File: src/rtl/link_pkt_fmt.sv
module link_pkt_fmt #(
  parameter int LANE_W = 7
) (
  input  logic                  clk,
  input  logic                  rst_n,
  input  logic                  in_stb,
  input  logic                  quad_mode,
  input  logic                  res_remap,
  input  logic                  ctl_res,
  input  logic                  ctl_ext,
  input  logic                  aud_bit,
  input  logic                  fwd_bit,
  input  logic [4*LANE_W-1:0]   lane_data,
  output logic [4*LANE_W+3:0]   pkt_word,
  output logic [$clog2(4*LANE_W+5)-1:0] pkt_len,
  output logic                  pkt_vld
);
  localparam int DATA_W = 4 * LANE_W;
  localparam int PAY3   = 3 * LANE_W;
  localparam int PAY4   = DATA_W + 1;
  localparam int PKT3   = PAY3 + 3;
  localparam int PKT4   = PAY4 + 3;
  localparam int LEN_W  = $clog2(PKT4 + 1);

  logic [PKT4-1:0] nxt;

  always_comb begin
    nxt = '0;
    if (quad_mode) begin
      nxt[DATA_W-1:0] = lane_data;
      if (res_remap) nxt[DATA_W-1] = ctl_res;
      nxt[DATA_W]     = ctl_ext;
      nxt[PAY4]       = aud_bit;
      nxt[PAY4+1]     = fwd_bit;
      nxt[PAY4+2]     = ^nxt[PAY4+1:0];
    end else begin
      nxt[PAY3-1:0]   = lane_data[PAY3-1:0];
      nxt[PAY3]       = aud_bit;
      nxt[PAY3+1]     = fwd_bit;
      nxt[PAY3+2]     = ^nxt[PAY3+1:0];
    end
  end

  always_ff @(posedge clk) begin
    if (!rst_n) begin
      pkt_word <= '0;
      pkt_len  <= '0;
      pkt_vld  <= 1'b0;
    end else begin
      pkt_vld <= in_stb;
      if (in_stb) begin
        pkt_word <= nxt;
        pkt_len  <= quad_mode ? LEN_W'(PKT4) : LEN_W'(PKT3);
      end
    end
  end
endmodule


File: config.mk
export PLATFORM = sky130hd
export DESIGN_NAME = link_pkt_fmt
export DESIGN_NICKNAME = d
export VERILOG_FILES = /design/src/rtl/link_pkt_fmt.sv
export SDC_FILE = /design/constraint.sdc
export NUM_CORES = 1
export LEC_CHECK = 0
export ABC_AREA = 1
export BUFFER_PORTS_ARGS = -buffer_cell sky130_fd_sc_hd__clkbuf_2
export CAP_MARGIN = 20
export CORE_MARGIN = 2
export CORE_UTILIZATION = 44
export DETAILED_ROUTE_END_ITERATION = 16
export PLACE_DENSITY = 0.76
export SLEW_MARGIN = 40
export SYNTH_ARGS = -nofsm -noshare
export SYNTH_HDL_FRONTEND = slang
export SYNTH_SLANG_ARGS = --single-unit
File: constraint.sdc
create_clock -name clk -period 0.91 [get_ports clk]
set_input_delay 0 -clock clk [delete_from_list [all_inputs] [get_ports clk]]
set_output_delay 0 -clock clk [all_outputs]
set_load 0.01 [all_outputs]
# [Word-level counts from Yosys, hierarchy flattened]
# Cells that the tools add are included.
[totals] memories=0 ramBits=0 out_inout_bits=39 regBits=39 word_cells=10 rom_bits=0 inputBits=37 latch_bits=0
[classes] eq_ne=0 muxes=5 shift=0 n_bitwise=0 n_div=0 magnitude_cmp=0 reduce_logical=2 n_mul=0 add_sub_neg=0
[ops] cell="$reduce_xor 31->1" n=1
[ops] cell="$mux 24" n=1
[ops] cell="$reduce_xor 23->1" n=1
[ops] cell="$mux 8" n=1
[ops] cell="$mux 6" n=1
[ops] cell="$mux 1" n=2

# [Depth between registers and ports, before layout]
[depth] depth_word=4 depth_mapped=14 depth_no_buf=14

# [Worst setup path after synthesis]
# No wires, ideal clock.
[synth_timing] path_type="input to register" from="input port lane_data[8]" to="register pkt_word[23]" setup_ps=119 arrival_ps=846 required_time_ps=791 path_buffers=0 cell_stages=13 path_slack_ps=-55 path_cell_list="inv_1 > nand2_2 > nand2_4 > inv_2 > nand2_1 > nand2_1 > nand2_1 > nand2_1 > nand2_1 > nand2_2 > or2_1 > nand3_2 > a21oi_2"
[synth_via] elab_chain_len=2
[synth_rtl] item="from (decl)" line_no="13" text="input logic [4*LANE_W-1:0] lane_data,"
[synth_rtl] item="$reduce_xor 23->1" line_no="40" text="nxt[PAY3+2] = ^nxt[PAY3+1:0];"
[synth_rtl] item="$mux 24" line_no="29" text="if (quad_mode) begin"
[synth_rtl] item="to (signal assigned)" line_no="52" text="pkt_word <= nxt;"
[synth_rtl] item="to (decl)" line_no="14" text="output logic [4*LANE_W+3:0] pkt_word,"
# No other way between the ends.
# A chain may end at the register's enable or synchronous reset.

# [Worst setup path after layout]
[layout_timing] from="input port lane_data[18]" to="register pkt_word[31]"
[layout_via] elab_chain_len=2
[layout_rtl] item="$reduce_xor 31->1" line_no="35" text="nxt[PAY4+2] = ^nxt[PAY4+1:0];"
[layout_rtl] item="$mux 8" line_no="29"
# No other way between the ends.

==> metrics.yaml <==
syn-cell-area_sq_um: 1990
final_core_util_pct: 66.1
wire_per_inst_um: 10.6
grt_use_total_pct: 20.6
ir_drop_v: 0.000842
path_cells: "clkbuf_2 > inv_1 > nand2_1 > nand2_1 > nand2_1 > nand2_2 > nor2_1 > nor2_1 > nand3_1 > nand3_1 > nand3_2 > a21oi_2"
yosysTopAreaCell: "dfxtp_1"
r2r-end: "pkt_word[22]$_SDFFE_PN0P_"
clk_pin_slew_ns: 0.07
numPortBuffers: 72
drt_iter0_markers: 94
ys_seq_area_share_pct: 35.1
synth_mux_area_share_pct: 0
drv_cap: 0
grt_overflow: 0
synth_compound_area_share_pct: 14.9
cts.path.max_buffers: 2
synthToLayoutAreaGrowth_pct: 44.4
power_leakage_nw: 1.61
min_period_ns: 0.886
synth_adder_area_share_pct: 0
holdPathEnd: "pkt_len[5]$_SDFFE_PN0P_"
crit_required_ns: 1.13
drtPass1Iterations: 4
cp.arrival_ns: 1.11
postSynthAreaPerCell_sq_um: 6.08
grt_pass1_wl_mm: 8.34
holdCritStartpoint: "quad_mode"
synth-xor-area-share_pct: 2.20
criticalPathCategory: "input port to register"
yosysUniqueCellTypes: 23
critPathTopFamily: "simple AND/OR/NAND/NOR gates"
ant_nets: 0
h-tree-depth: 2
worst-path-buf-inv: 2
grt_max_degree: 30
hold_path_class: "input port to register"
regArea_sq_um: 701
status: "finished clean"
coreArea_sq_um: 4350
p_per_area_nw_per_um2: 1330
r2r-start: "pkt_word[22]$_SDFFE_PN0P_"
vias: 2273
fill_cells: 409
cpPeakStageDelay_ns: 0.13
cts_tree: "yes"
num-nets-final: 473
hold_violations: 0
die_w_um: 71.3
n_antenna_cell: 0
synth_top_area_share_pct: 35.1
grt_pass1_vias: 1992
yosys.area_share.simple_pct: 36.1
ff2ff_path_depth: 4
slowest_stage: "nor2_1"
clock_sinks: 35
cp-start-kind: "input port"
die_area_sq_um: 5090
fmax_ghz: 1.13
finalMaxSlewViolations: 0
initial_core_util_pct: 45.8
clockRootBuffer: "clkbuf_8"
antenna_found_initial: 0
die_h_um: 71.3
fin_crit_sh_pct: 97.3
synth_edf_count: 0
synth_ff_type: "dfxtp_1"
via_per_inst: 4.67
ys_ff_latch: 35
wirelength_mm: 5.17
reg2reg_slack_ns: 0.15
ys_async_sr_fraction_pct: 0
place_congestion: 0.819
synthCells: 328
clock_latency_ns: 0.28
fin_skew_ns: 0
finalSetupViolCount: 0
cpMostUsedCell: "nand2_1"
critical_path.max_fanout: 4
numCtsBuffers: 5
synth_area_leaders: "dfxtp_1, nand2_1, a21oi_1"
endpoint_kind: "register"
hpwl_mm: 3.81
synth_top_family_by_area: "simple AND/OR/NAND/NOR gates"
drive_gt1_share_pct: 38.2
io_pins: 76
synth_warnings: 0
drc: 0
rsz0062_at_grt: "yes"
p_total_mw: 3.83
rows: 24
multi_input_area_sq_um: 1140
min_path_cells: 3
==> kinds of logic after synthesis <==
logic type             Yosys count
XOR/XNOR                         5
flip-flops                      35
AO/OA/AOI/OAI                   58
AND/OR/NAND/NOR                173
other                            1
buffers and inverters           56
==> cell usage after synthesis (all sizes together), types with 2 or more instances <==
cell / number
nor2: 10
buf: 7
o21ai: 28
clkinv: 2
clkbuf: 5
a21oi: 30
nand2: 153
nand3: 8
xor2: 4
inv: 42
dfxtp: 35
==> final cells by class <==
| type | instances | share of cell area (%) |
|---|---|---|
| inverter | 44 | 7.17 |
| timing repair buffer | 111 | 24.3 |
| multi-input combinational | 239 | 39.4 |
| tap | 52 | 2.26 |
| clock buffer | 6 | 2.52 |
| sequential | 35 | 24.3 |
==> registers in the layout, summed over array words and instances (netlist names) <==
signal    cells
pkt_len       2
pkt_vld       1
pkt_word     32
==> worst min-delay path: stages <==
cell,delay [ns]
clkbuf_2,0.11
nor2_1,0.08
nor2_1,0.10
==> layout by cell type (no fill, tap or decap), drive strengths merged <==
cell and count:
xor2 4, buf 35, conb 3, clkinv 3, dlygate4sd3 9, nand2 153, a21oi 30, xnor2 1
nor2 10, or2 1, nand3 8, inv 41, dfxtp 35, clkbuf 73, nand3b 1, o21ai 28
==> repair_timing <==
action	CTS	global route
pin swaps	0	13
endpoints found under the setup margin	1	2
hold buffers	8	1
endpoints found under the hold margin	8	1
buffers inserted	0	1
cloned	0	0
resized for setup	2	31
==> worst max path at each step <==
stage	from	end	slack, ns	cells past startpoint
after floorplan	lane_data[12]	pkt_word[23]$_SDFFE_PN0P_	-0.05	13
after global placement	lane_data[12]	pkt_word[23]$_SDFFE_PN0P_	-0.35	13
after detailed placement	lane_data[12]	pkt_word[23]$_SDFFE_PN0P_	-0.38	13
after CTS	lane_data[13]	pkt_word[23]$_SDFFE_PN0P_	0.01	13
after global routing	lane_data[18]	pkt_word[31]$_SDFFE_PN0P_	-0.06	12
final	lane_data[18]	pkt_word[31]$_SDFFE_PN0P_	0.02	12
==> where the power goes <==
| group | total, mW | switching (mW) | internal (mW) |
|---|---|---|---|
| Combinational | 1.10 | 0.628 | 0.474 |
| Clock | 1.05 | 0.539 | 0.510 |
| Sequential | 1.68 | 0.0481 | 1.63 |
==> layer usage <==
metal	GRT usage, %	vias to the layer above	routed length, um
met5	0	-	0
met4	8.18	0	91
met3	6.33	9	365
met2	34.4	64	2470
met1	24.8	980	2250
li1	-	1220	-
==> stage by stage <==
stage          std cells  setup TNS (ns)  hold slack [ns]  instance area [sq um]  setup slack (ns)
5_1_grt              487          -0.100           0.0206                   2880           -0.0638
3_3_place_gp         471          -0.604            0.267                   2640            -0.355
2_1_floorplan        330         -0.0474            0.129                   2060           -0.0474
4_1_cts              485               0          0.00844                   2810            0.0132
6_report             487               0           0.0319                   2880            0.0242
3_5_place_dp         471          -0.679            0.264                   2640            -0.383
Power figures use the tool's default switching activity.
